===== config.mk =====
export PLATFORM = sky130hd
export DESIGN_NAME = xfer_clk_div
export DESIGN_NICKNAME = d
export VERILOG_FILES = /design/src/rtl/xfer_clk_div.sv
export SDC_FILE = /design/constraint.sdc
export NUM_CORES = 1
export LEC_CHECK = 0
export BUFFER_PORTS_ARGS = -buffer_cell sky130_fd_sc_hd__buf_4
export CAP_MARGIN = 40
export CORE_ASPECT_RATIO = 0.7
export CORE_MARGIN = 8
export CORE_UTILIZATION = 28
export DETAILED_ROUTE_END_ITERATION = 10
export GPL_TIMING_DRIVEN = 1
export PLACE_DENSITY_LB_ADDON = 0.2
export SLEW_MARGIN = 0
export SYNTH_ARGS = -nofsm -noshare
export SYNTH_HDL_FRONTEND = slang
export SYNTH_SLANG_ARGS = --single-unit

===== constraint.sdc =====
create_clock -name clk -period 8 [get_ports clk]
set_input_delay 2 -clock clk [delete_from_list [all_inputs] [get_ports clk]]
set_output_delay 2 -clock clk [all_outputs]
set_load 0.01 [all_outputs]

===== src/rtl/xfer_clk_div.sv =====
module xfer_clk_div #(
  parameter int unsigned CLK_KHZ     = 40000,
  parameter int unsigned MAX_PRE_KHZ = 50000
) (
  input  logic       clk,
  input  logic       rst,
  input  logic [2:0] core_fac,
  input  logic [2:0] sync_fac,
  input  logic [2:0] period_sel,
  output logic       core_en,
  output logic       pre_en,
  output logic       rx_en,
  output logic       tx_en,
  output logic       cfg_err
);

  logic [2:0] ccnt, core_q;
  logic [2:0] pcnt, pre_q, pre_last;
  logic       phase;
  logic [3:0] tcnt;
  logic [2:0] per_q;
  logic [1:0] rcnt;

  wire pre_ok   = (pre_q < 3'd6);
  wire pre_term = (pcnt == pre_last);

  always_comb begin
    case (pre_q)
      3'd0:    pre_last = 3'd0;
      3'd1:    pre_last = phase ? 3'd0 : 3'd1;
      3'd2:    pre_last = 3'd1;
      3'd3:    pre_last = 3'd2;
      3'd4:    pre_last = 3'd3;
      default: pre_last = 3'd5;
    endcase
  end

  // twice the prescale, so the divide by 1.5 stays an integer
  int unsigned half2;
  always_comb begin
    case (sync_fac)
      3'd0:    half2 = 2;
      3'd1:    half2 = 3;
      3'd2:    half2 = 4;
      3'd3:    half2 = 6;
      3'd4:    half2 = 8;
      default: half2 = 12;
    endcase
    cfg_err = (sync_fac > 3'd5) || (CLK_KHZ * 2 > MAX_PRE_KHZ * half2);
  end

  always_ff @(posedge clk) begin
    if (rst) begin
      ccnt <= '0; core_q <= core_fac; core_en <= 1'b0;
    end else if (ccnt == core_q) begin
      ccnt <= '0; core_q <= core_fac; core_en <= 1'b1;
    end else begin
      ccnt <= ccnt + 3'd1; core_en <= 1'b0;
    end
  end

  always_ff @(posedge clk) begin
    if (rst) begin
      pcnt <= '0; pre_q <= sync_fac; phase <= 1'b0; pre_en <= 1'b0;
    end else if (pre_term) begin
      pcnt   <= '0;
      pre_q  <= sync_fac;
      phase  <= (pre_q == 3'd1 && sync_fac == 3'd1) ? ~phase : 1'b0;
      pre_en <= pre_ok;
    end else begin
      pcnt <= pcnt + 3'd1; pre_en <= 1'b0;
    end
  end

  assign tx_en = pre_en && (tcnt == ({1'b0, per_q} + 4'd3));
  assign rx_en = pre_en && (rcnt == 2'd3);

  always_ff @(posedge clk) begin
    if (rst) begin
      tcnt <= '0; per_q <= period_sel; rcnt <= '0;
    end else if (pre_en) begin
      rcnt <= rcnt + 2'd1;
      if (tx_en) begin
        tcnt <= '0; per_q <= period_sel;
      end else begin
        tcnt <= tcnt + 4'd1;
      end
    end
  end

  assert_rst_quiet_R9: assert property (@(posedge clk) disable iff (rst)
    $fell(rst) |-> !core_en && !pre_en && !tx_en && !rx_en);

  assert_pre_spacing_R2: assert property (@(posedge clk) disable iff (rst)
    pre_en && $past(pre_en) |-> $past(pre_q) <= 3'd1);

  assert_tx_gap_R5: assert property (@(posedge clk) disable iff (rst)
    tx_en |=> !tx_en);

  assert_rx_gap_R4: assert property (@(posedge clk) disable iff (rst)
    rx_en |=> !rx_en);

  assert_core_reload_R8: assert property (@(posedge clk) disable iff (rst)
    !$stable(core_q) && !$past(rst) |-> core_en);

endmodule


# Yosys cells after proc, flatten, opt, wreduce, memory -nomap -nowiden
# Index checks and enable logic that the tools add are counted.
[totals]
wordCells = 60
ff_bits = 24
output_inout_bits = 5
[op_classes]
n_reduce_logical = 14
bitwise_logic = 2
n_mux = 13
order_cmp = 3
mul = 1
addsub = 5
n_eq_ne = 12
[ops]
columns = ["operator", "count"]
rows = [
  ["17-bit by 32-bit > comparator with 1-bit output, first input constant", 1],
  ["12-bit by 32-bit multiplier with 28-bit output, first input constant", 1],
  ["3-bit 2-to-1 mux", 7],
  ["4-bit one-hot mux with 5 select lines", 1],
  ["3-bit one-hot mux with 5 select lines", 1],
  ["3-bit by 2-bit == test with 1-bit output, second input constant", 4],
  ["2-bit nonzero test", 4],
  ["3-bit by 1-bit adder with 3-bit output, second input constant", 2],
  ["3-bit by 1-bit == test with 1-bit output, second input constant", 2],
  ["3-bit == test", 2],
  ["3-bit == test, second input constant", 2],
  ["3-bit logical NOT", 2],
  ["2-bit OR reduction", 3],
  ["3-bit by 2-bit adder with 4-bit output, second input constant", 1],
  ["4-bit by 1-bit adder with 4-bit output, second input constant", 1],
  ["4-bit == test", 1],
  ["4-bit 2-to-1 mux", 1],
  ["3-bit > comparator, second input constant", 1],
  ["1-bit logical AND", 3],
  ["3-bit < comparator, second input constant", 1],
  ["1-bit 2-to-1 mux", 3],
  ["2-bit by 1-bit adder with 2-bit output, second input constant", 1],
  ["2-bit == test, second input constant", 1],
  ["1-bit inverter", 2],
  ["other kinds (2)", 2],
]

# Logic depth before layout (Yosys ltp)
# Gate-level depths: netlist (run 1).
[logic_depth]
word_depth = 6
ltp_mapped = 12
depth_no_buf = 12

# Worst setup path before layout (run 1)
# Ideal clock, no wire load.
[synth_timing]
kind = "input-to-output"
startpoint = "input sync_fac[2]"
endpoint = "output cfg_err"
path_slack_ns = 1.900
n_path_buf = 1
arrival_ns = 4.100
path_stages = 11
path_cell_list = "buf_4 -> a21o_1 -> ha_1 -> ha_1 -> ha_1 -> a21o_1 -> a21oi_1 -> o21ai_0 -> xnor2_1 -> nand2_1 -> o211ai_2"
[synth_via]
elab_chain_cells = 5
elab_cells_between_ends = 10
cone_classes = "mul (1); order compare (2); eq/ne (4); mux (1); reduce/logical (2)"
[synth_lines]
columns = ["item", "line", "rtl"]
rows = [
  ["start, declared", "8", "input logic [2:0] sync_fac,"],
  ["3-bit == test (tied with other cells)", "41", "case (sync_fac)"],
  ["4-bit one-hot mux with 5 select lines", "41", ""],
  ["12-bit by 32-bit multiplier with 28-bit output", "49", "cfg_err = (sync_fac > 3'd5) || (CLK_KHZ * 2 > MAX_PRE_KHZ * half2);"],
  ["17-bit by 32-bit > comparator with 1-bit output", "49", ""],
  ["1-bit logical OR *", "49", ""],
  ["end, declared", "14", "output logic cfg_err"],
]
# Mark *: on every way between the ends. The rest lies on a longest branch, timed or not.

# Worst setup path after layout (run 1)
[layout_timing]
startpoint = "input sync_fac[0]"
endpoint = "output cfg_err"
# Same word-level chain as after synthesis.

==> results of run 1 <==
## cell families (layout without fill, tap and decap cells)
logic type	count (synthesis)	after routing	share of synthesized area [%]
flops	24	24	39.3
simple gates	53	53	19.3
xor+xnor	16	16	9.65
mux	4	4	2.93
compound gates	20	20	10.1
buf+inv	13	27	3.88
other cells	1	1	0.258
fa+ha+maj	17	17	14.6
## cell usage in the layout, fill, tap and decap left out, drive strengths merged, types with 3 or more instances in the layout
cell and instances:
a21o 3, a21oi 5, buf 15, clkbuf 4, dfxtp 15, edfxtp 9
ha 17, inv 8, nand2 8, nand2b 3, nand3 4, nor2 20
nor3 3, o211ai 3, xnor2 11, xor2 5
## power by group through the flow
stage	clock network, W	registers (W)	logic, W
finish	0.0000797	0.000158	0.0000738
global placement	0	0.000160	0.0000723
detailed placement	0	0.000161	0.0000744
CTS	0.0000827	0.000158	0.0000748
global route	0.0000878	0.000161	0.0000853
floorplan	0	0.000156	0.0000597
## path summary, 6_finish.rpt
kind	start	end	slack, ns	cells after the start
worst max-delay path	sync_fac[0]	cfg_err	1.64	14
worst min-delay path	phase$_SDFFE_PP0N_	phase$_SDFFE_PP0N_	0.47	2
worst min register to register	phase$_SDFFE_PP0N_	phase$_SDFFE_PP0N_	0.47	2
worst max register to register	per_q[0]$_DFFE_PP_	per_q[1]$_DFFE_PP_	6.19	7
## tightest hold or removal path: cells and delay by family, from the launching register on
family,cells,cell delay (ns)
compound gates,1,0.05
flops,1,0.33
simple gates,1,0.05
## cell type report
class	instances	area [sq um]	share of cell area (%)
inverters	8	30.0	1.78
clock buffers	4	55.1	3.27
repair buffers	15	113	6.69
well taps	72	90.1	5.35
flip-flops and latches	24	571	33.9
multi-input cells	111	826	49.0
## metal layers
metal | GRT usage, % | vias up | routed length (um)
li1 | - | 542 | -
met1 | 8.70 | 477 | 1290
met2 | 10.6 | 10 | 1080
met3 | 2.46 | 2 | 63
met4 | 2.19 | 0 | 21
met5 | 0 | - | 0
## synthesized netlist by cell type, types with 2 or more instances
| library cell | instances | share of area, % |
|---|---|---|
| clkbuf_1 | 3 | 0.78 |
| o211ai_2 | 2 | 1.7 |
| inv_1 | 8 | 2.1 |
| ha_1 | 17 | 15 |
| edfxtp_1 | 9 | 19 |
| mux2_2 | 2 | 1.6 |
| nand3_1 | 4 | 1.4 |
| and2_1 | 2 | 0.86 |
| xor2_1 | 5 | 3.0 |
| mux2i_1 | 2 | 1.4 |
| nor3_1 | 2 | 0.69 |
| buf_4 | 2 | 1.0 |
| nand4_1 | 2 | 0.86 |
| or3_1 | 2 | 0.86 |
| dfxtp_1 | 15 | 21 |
| xnor2_1 | 11 | 6.6 |
| nand2_1 | 8 | 2.1 |
| o21ai_0 | 2 | 0.69 |
| a21o_1 | 3 | 1.6 |
| a21oi_1 | 5 | 1.7 |
| nand2b_1 | 3 | 1.3 |
| nor2_1 | 20 | 5.2 |
## state kept, by name (all words and copies together), names as in the netlist
register and cells:
ccnt 3, core_en 1, core_q 3, pcnt 3, per_q 3, phase 1, pre_en 1, pre_q 3
rcnt 2, tcnt 4
## through the flow
| step | cell area (sq um) | hold WS (ns) | total power [W] |
|---|---|---|---|
| floorplan | 1450 | 0.429 | 0.000215 |
| global placement | 1630 | 0.441 | 0.000232 |
| detailed placement | 1630 | 0.458 | 0.000235 |
| CTS | 1680 | 0.470 | 0.000315 |
| global route | 1680 | 0.487 | 0.000334 |
| finish | 1680 | 0.469 | 0.000311 |
==> reports/metrics.yaml, run 1 <==
clocking:
  root_buffer: "clkbuf_8"
  post_cts_buffers: 0
  clk_latency_ns: 0.26
  htree_levels: 1
  cts_hold_buffers: 0
  clock_sinks: 24
  clock_path_buffers: 2
  ctsResizeCount: 0
  numCtsBuffers: 3
  path_clk_slew_ns: 0.08
  cts_tree: "built"
routing:
  via_per_inst: 4.41
  drt_iter0_drc: 39
  wl_mm: 2.45
  detail-route-antenna-nets: 0
  firstDrtPassIters: 4
  wl_per_cell_um: 10.5
  vias: 1031
  drc_errors: 0
cells_and_area:
  antenna_cells: 0
  final_layout_size_suffix_gt1_share_pct: 16.7
  final_core_util_pct: 32.9
  syn_to_final_growth_pct: 15.9
  final_cells: 234
  nets: 191
  n_fill_cell: 558
outcome:
  outcome: "completed"
critical_path:
  worstPathMaxFanout: 7
  critPathTopFamily: "compound AO/OA/AOI/OAI gates"
  cp_slowest_cell: "ha_1"
  cp-start-kind: "input port"
  crit_buf_inv: 4
  worstSetupEndpointType: "output port"
  cpPeakStageDelay_ns: 0.32
  crit_required_ns: 6.00
  critPathMostFrequentCell: "ha_1"
  crit_path_cell_trace: "buf_4 -> inv_1 -> a21o_1 -> inv_1 -> ha_1 -> ha_1 -> ha_1 -> a21o_1 -> a21oi_1 -> o21ai_0 -> xnor2_1 -> nand2_1 -> o211ai_2 -> buf_4"
  critPathKind: "in -> out"
  cp.arrival_ns: 4.36
die:
  die_w_um: 102
  pin_count: 16
  coreArea_sq_um: 5120
  dieArea_sq_um: 7790
  initial_utilization_pct: 28.4
  num_rows: 22
  die_h_um: 76.3
timing:
  grt_setup_unrepaired: "false"
  hold_violations: 0
  finalWorstSetupSlack_ns: 1.64
  final_min_period_over_clock_period_pct: 79.5
  slew_viol_final: 0
  setup_viol: 0
  min_period_ns: 6.36
  setup_tns_ns: 0
  finClkSkew_ns: 0.00263
  max_freq_ghz: 0.157
synth:
  netlist_area_sq_um: 1450
  yosys_warnings: 0
  ys_types: 41
  synth-edff-count: 9
  syn_nets: 176
  synth_top_flop_cell: "dfxtp_1"
  syn_avg_cell_area_sq_um: 9.82
  synthArstFlopShare_pct: 0
  ys_ff_latch: 24
  synth-seq-area-share_pct: 39.3
  netlist_instances: 148
min_path:
  hold_path_class: "reg -> reg"
pwr:
  p_comb_share_pct: 23.7
  powerDensity_nw_per_um2: 185
  p_int_w: 0.000224
  seqPwrFrac_pct: 50.7
  p_clk_share_pct: 25.6
  switchingPower_w: 0.0000874
  ir_worst_vdd_uv: 74.9
  leakage_nw: 0.704
  swShare_pct: 28.1
global_route:
  grt_pass1_wl_mm: 4.39
  grt_max_degree: 14
  grt_usage_pct: 6.91
  antenna_found_initial: 0
  grt_pass1_vias: 1001
  grt_overflow_total: 0
place:
  port_buffers: 15
  place_inst: 230
  gp_congestion: 0.866
  place_hpwl_mm: 1.94
  place_ws_ns: 1.66
run:
  cap_violations: 0
Power figures use the tool's default switching activity.
==> inputs of run 2 (changes only) <==
- clock period: 8 -> 6.4 ns (I/O delays scaled with it)
==> reports/metrics.yaml, run 2 (synthesized netlist as in run 1, its figures left out) <==
outcome:
  outcome: "completed"
pwr:
  p_int_w: 0.000293
  switchingPower_w: 0.000113
  swShare_pct: 27.8
  leakage_nw: 0.709
  p_comb_share_pct: 22.7
  powerDensity_nw_per_um2: 239
  p_total_w: 0.000406
  p_clk_share_pct: 28.5
  seqPwrFrac_pct: 48.8
  ir_worst_vdd_uv: 153
clocking:
  clock_path_buffers: 2
  cts_hold_buffers: 0
  numCtsBuffers: 3
  clk_latency_ns: 0.26
  htree_levels: 1
  post_cts_buffers: 0
  clock_sinks: 24
  root_buffer: "clkbuf_8"
  path_clk_slew_ns: 0.08
  cts_tree: "built"
  ctsResizeCount: 0
timing:
  setup_tns_ns: 0
  hold_ws_ns: 0.467
  final_min_period_over_clock_period_pct: 86.8
  finalWorstSetupSlack_ns: 0.843
  min_period_ns: 5.56
  max_freq_ghz: 0.180
  grt_setup_unrepaired: "false"
  setup_viol: 0
  finClkSkew_ns: 0.00239
  hold_violations: 0
  slew_viol_final: 0
global_route:
  grt_overflow_total: 0
  grt_pass1_wl_mm: 4.38
  antenna_found_initial: 0
  grt_max_degree: 15
  grt_usage_pct: 6.89
  grt_pass1_vias: 987
routing:
  via_per_inst: 4.42
  firstDrtPassIters: 4
  detail-route-antenna-nets: 0
  wl_per_cell_um: 10.7
  drc_errors: 0
  drt_iter0_drc: 41
  wl_mm: 2.50
  vias: 1034
place:
  place_ws_ns: 0.875
  port_buffers: 15
  place_hpwl_mm: 1.96
  gp_congestion: 0.865
  place_inst: 230
cells_and_area:
  antenna_cells: 0
  largest_reg_flops: 4
  syn_to_final_growth_pct: 16.7
  regMostFlops: "tcnt"
  final_cells: 234
  final_layout_size_suffix_gt1_share_pct: 16.7
  nets: 191
  final_cell_mix: "nor2_1 (20), ha_1 (17), dfxtp_1 (15), buf_4 (15), xnor2_1 (11)"
  layout_commonest_cell: "nor2_1"
die:
  pin_count: 16
  dieArea_sq_um: 7790
  die_w_um: 102
  coreArea_sq_um: 5120
  initial_utilization_pct: 28.4
  die_h_um: 76.3
  num_rows: 22
critical_path:
  crit_required_ns: 4.80
  critPathKind: "in -> out"
  cp-start-kind: "input port"
  cp.arrival_ns: 3.96
  worstSetupEndpointType: "output port"
  worstPathMaxFanout: 7
min_path:
  hold_path_class: "reg -> reg"
run:
  cap_violations: 0
==> run 2: changes by cell type in the layout (fill, tap and decap cells not counted) <==
| cell | change |
|---|---|
| clkbuf_16 | +1 |
| clkbuf_8 | -1 |
==> run 2: routing by layer <==
metal,wire length (um),GRT usage [%],vias to the layer above
met5,0,0,-
met4,22,1.75,0
met3,74,2.83,2
met2,1100,10.6,8
met1,1300,8.64,485
li1,-,-,539
==> run 2: per-stage QoR <==
stage / utilization (%) / instance area [sq um]
floorplan: - / 1450
global placement: 31.8 / 1630
detailed placement: 31.8 / 1630
CTS: 33.1 / 1700
global route: 33.1 / 1700
finish: 33.1 / 1700
==> run 2: layout make-up <==
type	count	area [sq um]
clock buffer	4	66.3
multi-input combinational	111	826
timing repair buffer	15	113
tap	72	90.1
inverter	8	30.0
fill	556	3420
sequential	24	571
==> run 2: path summary, 6_finish.rpt <==
path | start | endpoint | slack [ns] | cells after the start
hold reg to reg | ccnt[0]$_SDFF_PP0_ | ccnt[0]$_SDFF_PP0_ | 0.47 | 1
hold / removal | ccnt[0]$_SDFF_PP0_ | ccnt[0]$_SDFF_PP0_ | 0.47 | 1
setup reg to reg | per_q[0]$_DFFE_PP_ | per_q[2]$_DFFE_PP_ | 4.58 | 7
setup / recovery | sync_fac[0] | cfg_err | 0.84 | 14
==> run 2: critical path, cell delays in order <==
cell	delay (ns)
buf_4	0.14
inv_1	0.05
a21o_1	0.15
inv_1	0.07
ha_1	0.18
ha_1	0.31
ha_1	0.32
a21o_1	0.18
a21oi_1	0.22
o21ai_0	0.15
xnor2_1	0.20
nand2_1	0.10
o211ai_2	0.17
buf_4	0.14
==> run 2: power groups by stage <==
| stage | Clock (W) | Sequential, W | Combinational, W |
|---|---|---|---|
| finish | 0.000116 | 0.000198 | 0.0000923 |
| global route | 0.000125 | 0.000201 | 0.000106 |
| CTS | 0.000120 | 0.000198 | 0.0000937 |
| detailed placement | 0 | 0.000201 | 0.0000932 |
| global placement | 0 | 0.000200 | 0.0000904 |
| floorplan | 0 | 0.000194 | 0.0000746 |
